--- src/rtl/rcc_pkg.sv ---
package rcc_pkg;
    typedef enum logic [1:0] {
        SLOT_EMPTY = 2'd0,
        SLOT_FRESH = 2'd1,
        SLOT_STALE = 2'd2
    } slot_state_e;
endpackage

--- src/rtl/rcc_slot.sv ---
module rcc_slot
    import rcc_pkg::*;
#(
    parameter int KEY_W = 17,
    parameter int AGE_W = 12
) (
    input  logic             clk,
    input  logic             rst_n,
    input  logic             flush,
    input  logic             load,
    input  logic [KEY_W-1:0] key_in,
    input  logic             tick,
    input  logic [AGE_W-1:0] window,
    output logic [KEY_W-1:0] key,
    output logic [AGE_W-1:0] age,
    output slot_state_e      state,
    output logic             live
);
    localparam logic [AGE_W-1:0] AGE_MAX = '1;

    slot_state_e state_nxt;

    assign live = (state == SLOT_FRESH) && (age < window);

    always_comb begin
        state_nxt = state;
        if (flush) begin
            state_nxt = SLOT_EMPTY;
        end else if (load) begin
            state_nxt = SLOT_FRESH;
        end else begin
            unique case (state)
                SLOT_EMPTY: state_nxt = SLOT_EMPTY;
                SLOT_FRESH: if (!live) state_nxt = SLOT_STALE;
                SLOT_STALE: state_nxt = SLOT_STALE;
                default:    state_nxt = SLOT_EMPTY;
            endcase
        end
    end

    always_ff @(posedge clk) begin
        if (!rst_n) state <= SLOT_EMPTY;
        else        state <= state_nxt;
    end

    always_ff @(posedge clk) begin
        if (!rst_n) begin
            age <= '0;
            key <= '0;
        end else if (load && !flush) begin
            age <= '0;
            key <= key_in;
        end else if (tick && state == SLOT_FRESH && age != AGE_MAX) begin
            age <= age + 1'b1;
        end
    end
endmodule

--- src/rtl/rcc_victim.sv ---
module rcc_victim #(
    parameter int ENTRIES = 8,
    parameter int AGE_W   = 12,
    localparam int IDX_W  = $clog2(ENTRIES)
) (
    input  logic [ENTRIES-1:0]            reusable,
    input  logic [ENTRIES-1:0][AGE_W-1:0] ages,
    output logic [IDX_W-1:0]              victim
);
    logic             free_found;
    logic [IDX_W-1:0] free_idx;
    logic [IDX_W-1:0] old_idx;
    logic [AGE_W-1:0] old_age;

    always_comb begin
        free_found = 1'b0;
        free_idx   = '0;
        for (int i = ENTRIES - 1; i >= 0; i--) begin
            if (reusable[i]) begin
                free_found = 1'b1;
                free_idx   = IDX_W'(i);
            end
        end
        old_idx = '0;
        old_age = ages[0];
        for (int i = 1; i < ENTRIES; i++) begin
            if (ages[i] > old_age) begin
                old_age = ages[i];
                old_idx = IDX_W'(i);
            end
        end
        victim = free_found ? free_idx : old_idx;
    end
endmodule

--- src/rtl/row_charge_cache.sv ---
module row_charge_cache
    import rcc_pkg::*;
#(
    parameter int ENTRIES = 8,
    parameter int BANK_W  = 3,
    parameter int ROW_W   = 14,
    parameter int AGE_W   = 12,
    parameter int TIM_W   = 6
) (
    input  logic              clk,
    input  logic              rst_n,
    input  logic              act_valid,
    input  logic [BANK_W-1:0] act_bank,
    input  logic [ROW_W-1:0]  act_row,
    input  logic              tick,
    input  logic              flush,
    input  logic [AGE_W-1:0]  window,
    input  logic [BANK_W-1:0] lk_bank,
    input  logic [ROW_W-1:0]  lk_row,
    input  logic [TIM_W-1:0]  trcd_nom,
    input  logic [TIM_W-1:0]  tras_nom,
    input  logic [TIM_W-1:0]  trcd_fast,
    input  logic [TIM_W-1:0]  tras_fast,
    output logic              lk_hit,
    output logic [TIM_W-1:0]  trcd_out,
    output logic [TIM_W-1:0]  tras_out
);
    localparam int KEY_W = BANK_W + ROW_W;
    localparam int IDX_W = $clog2(ENTRIES);

    logic [KEY_W-1:0] act_key;
    logic [KEY_W-1:0] lk_key;
    logic [ENTRIES-1:0] ent_used;
    logic [ENTRIES-1:0] ent_live;
    logic [ENTRIES-1:0] act_match;
    logic [ENTRIES-1:0] lk_match;
    logic [ENTRIES-1:0] load;
    logic [ENTRIES-1:0][AGE_W-1:0] ages;
    logic [IDX_W-1:0] victim;
    logic any_act_match;

    assign act_key       = {act_bank, act_row};
    assign lk_key        = {lk_bank, lk_row};
    assign any_act_match = |act_match;

    for (genvar g = 0; g < ENTRIES; g++) begin : g_slot
        logic [KEY_W-1:0] key;
        slot_state_e      state;

        rcc_slot #(.KEY_W(KEY_W), .AGE_W(AGE_W)) u_slot (
            .clk    (clk),
            .rst_n  (rst_n),
            .flush  (flush),
            .load   (load[g]),
            .key_in (act_key),
            .tick   (tick),
            .window (window),
            .key    (key),
            .age    (ages[g]),
            .state  (state),
            .live   (ent_live[g])
        );

        assign ent_used[g]  = (state != SLOT_EMPTY);
        assign act_match[g] = ent_used[g] && (key == act_key);
        assign lk_match[g]  = ent_live[g] && (key == lk_key);
        assign load[g]      = act_valid &&
                              (any_act_match ? act_match[g] : (victim == IDX_W'(g)));
    end

    rcc_victim #(.ENTRIES(ENTRIES), .AGE_W(AGE_W)) u_victim (
        .reusable (~ent_live),
        .ages     (ages),
        .victim   (victim)
    );

    always_comb begin
        lk_hit   = |lk_match;
        trcd_out = lk_hit ? trcd_fast : trcd_nom;
        tras_out = lk_hit ? tras_fast : tras_nom;
    end
endmodule

--- config.mk ---
export PLATFORM = sky130hd
export DESIGN_NAME = row_charge_cache
export DESIGN_NICKNAME = d
export VERILOG_FILES = /design/src/rtl/rcc_pkg.sv /design/src/rtl/rcc_slot.sv /design/src/rtl/rcc_victim.sv /design/src/rtl/row_charge_cache.sv
export SDC_FILE = /design/constraint.sdc
export NUM_CORES = 1
export LEC_CHECK = 0
export BUFFER_PORTS_ARGS = -buffer_cell sky130_fd_sc_hd__buf_4
export CAP_MARGIN = 20
export CORE_ASPECT_RATIO = 0.8
export CORE_MARGIN = 5
export CORE_UTILIZATION = 65
export DETAILED_ROUTE_END_ITERATION = 10
export PLACE_DENSITY = 0.84
export SLEW_MARGIN = 15
export SYNTH_ARGS = -nofsm -noshare
export SYNTH_HDL_FRONTEND = slang
export SYNTH_SLANG_ARGS = --single-unit
--- constraint.sdc ---
create_clock -name clk -period 22.2 [get_ports clk]
set_input_delay 2.22 -clock clk [delete_from_list [all_inputs] [get_ports clk]]
set_output_delay 2.22 -clock clk [all_outputs]
set_load 0.01 [all_outputs]
==> impl_metrics.tcl <==
set metrics [dict create \
    status "finished, final reports clean" \
    wirelength_mm 68.34 \
    final_cells 2637 \
    dp_hpwl_mm 50.61 \
    max_clock_freq_mhz 55.96 \
    synth_top_cell_by_area "dfxtp_1" \
    fp.dieW_um 201.2 \
    cts_max_level 1 \
    syn_avg_cell_area_um2 8.590 \
    antenna_cells 0 \
    cts_resized 0 \
    async_flop_share 0 \
    synthXorXnorAreaFrac 0.1659 \
    synth.area.mux_share 0.09515 \
    clk_path_buf_depth 3 \
    synth_top_family_by_area "simple AND/OR/NAND/NOR gates" \
    critPathCaptureType "flop" \
    synth_most_common_cell "nand2_1" \
    hold_start "g_slot[0].u_slot.key[0]$_SDFFE_PN0P_" \
    synth.area.top_cells "dfxtp_1 (26%), ha_1 (13%), xnor2_1 (9.9%)" \
    yosysWarnings 0 \
    synth_edf_count 0 \
    synth_area_um2 19000 \
    maxSlewViolCount 0 \
    area_growth_pct 9.613 \
    synth-simple-area-share 0.1956 \
    p_leak_uw 0.009235 \
    slowest_delay_ns 0.89 \
    grt_use_total 0.4014 \
    grt_max_degree 108 \
    tns_ns 0 \
    start_kind "flop" \
    fin_crit_sh 0.8049 \
    place.port_buffers 87 \
    tightest_slew_ns 1.142 \
    maxCapViolCount 0 \
    post-place-cells 2590 \
    initial_core_util 0.6535 \
    nNetsFinal 2509 \
    post_cts.repair.setup_buffers 0 \
    drtPass1Iterations 6 \
    crit_top_cell "ha_1" \
    fin_crit_ns 17.87 \
    timing.rr.start "g_slot[0].u_slot.age[2]$_SDFFE_PP0P_" \
    dieArea_um2 32780 \
    via_count 17580 \
    cp_max_fo 23 \
    die_height_um 162.9 \
    ys_ff_latch 248 \
    cp.required_ns 22.66 \
    insertion_delay_ns 0.57 \
    cp_top_family "compound AO/OA/AOI/OAI gates" \
    antenna_found_initial 0 \
    setup.worst_path.start "g_slot[0].u_slot.age[2]$_SDFFE_PP0P_" \
    synth_flop_cell "dfxtp_1" \
    cts_hold_buf 0 \
    grt_overflow 0 \
    post_drt_wl_per_cell_um 25.91 \
    viasPerCell 6.665 \
    critPathKind "flop to flop" \
    postRouteAntennaNets 0 \
    ir_worst_vdd_mv 0.08524 \
    drt-initial-drc-count 2337 \
    relSlewSlack 0.2384 \
    syn_nets 2479 \
    clock-root-buffer "clkbuf_16" \
    gp_congestion 1.093 \
    fin_worst_skew_ns 0.02594 \
    synth_commonest_cells "nand2_1 (257), dfxtp_1 (248), xnor2_1 (214)" \
    rsz0062_at_grt "no" \
    hold_viol 0 \
    hold_path.class "flop to flop" \
    synth_cell_type_count 76 \
    grt_pass1_vias 16260 \
    ys_seq_area_frac 0.2613 \
    clk_pin_slew_ns 0.06 \
    drc 0 \
    synth-compound-area-share 0.1110 \
    drive_above_1_share 0.09690 \
    synth_fa_ha_area_frac 0.1264 \
    grt_pass1_wl_mm 101.5 \
    syn-instance-count 2212 \
    numCtsBuffers 27 \
    core_area_um2 29080 \
    worstPathBufferInverterCount 5 \
    synth_top_cell_area_share 0.2613 \
    clock-sinks 248 \
    tritoncts "built" \
    setup_viol 0 \
    crit_arrival_ns 18.33 \
    critPathSlowestCell "a32oi_2" \
    rows 56 \
    p_per_area_nw_per_um2 54.00 \
    ios 88 \
    reg2reg_slack_ns 4.33 \
]
-- worst paths after layout --
check	depth (start not counted)	endpoint
max	67	g_slot[2].u_slot.key[3]$_SDFFE_PN0P_
min	2	g_slot[0].u_slot.key[0]$_SDFFE_PN0P_
max reg2reg	67	g_slot[2].u_slot.key[3]$_SDFFE_PN0P_
min reg2reg	2	g_slot[0].u_slot.key[0]$_SDFFE_PN0P_
-- cells in the final DEF, fill, tap and decap left out, types with 21 or more instances in the layout --
master / instances
nand2_1: 257
dfxtp_1: 248
xnor2_1: 214
ha_1: 192
mux2i_1: 157
xor2_1: 146
buf_4: 112
inv_1: 90
nor3_1: 86
nand4_1: 83
nand3_1: 66
and3_1: 63
nor2_1: 58
a21oi_1: 57
o21ai_0: 43
nor4_1: 34
clkbuf_16: 27
a21o_1: 24
nor2b_1: 22
a211oi_1: 21
mux2_2: 21
-- registers in the layout (all words and copies together), names as in the netlist --
register / count
g_slot.u_slot.age: 96
g_slot.u_slot.state: 16
g_slot.u_slot.key: 136
-- metrics by stage --
| step | hold slack, ns | total power (uW) | instance area, um2 | setup WS (ns) | utilization |
|---|---|---|---|---|---|
| floorplan | 0.4703 | 570.1 | 19000 | 7.284 | - |
| global placement | 0.4784 | 623.0 | 19870 | 5.040 | 0.6833 |
| detailed placement | 0.4918 | 626.1 | 19870 | 4.888 | 0.6834 |
| CTS | 0.5005 | 1117 | 20830 | 4.796 | 0.7163 |
| global route | 0.5247 | 1155 | 20830 | 3.135 | 0.7163 |
| finish | 0.5018 | 1125 | 20830 | 4.331 | 0.7163 |
-- area by class of cell --
class	instances	area [um2]
multi-input combinational	1762	13250
fill	2267	8249
sequential	248	4965
timing repair buffer	112	840.8
clock buffer	34	732.0
tap	377	471.7
inverter	91	341.6
clock inverter	13	225.2
-- logic make-up (layout without fill, tap and decap cells) --
group,Yosys count,in the layout
flops,248,248
fa+ha+maj,192,192
simple gates,744,744
mux,178,178
xor+xnor,360,360
buf+inv,202,250
compound gates,288,288
-- tightest hold or removal path, stage by stage (launching register included) --
cell     delay (ns)
dfxtp_1        0.33
nand2_1        0.06
mux2i_1        0.06
-- layer usage --
layer,track usage,routed length (um)
met3,0.1630,11130
met2,0.5287,25460
met4,0.09944,1974
met5,0,0
met1,0.5995,29770
-- report_power, final --
part	internal, uW	leakage [uW]	total [uW]	switching, uW
Combinational	62.2	0.00677	175	113
Sequential	447	0.00200	450	3.10
Clock	302	0.000468	500	198
Total	811	0.00923	1120	313
(Power assumes the default switching activity.)
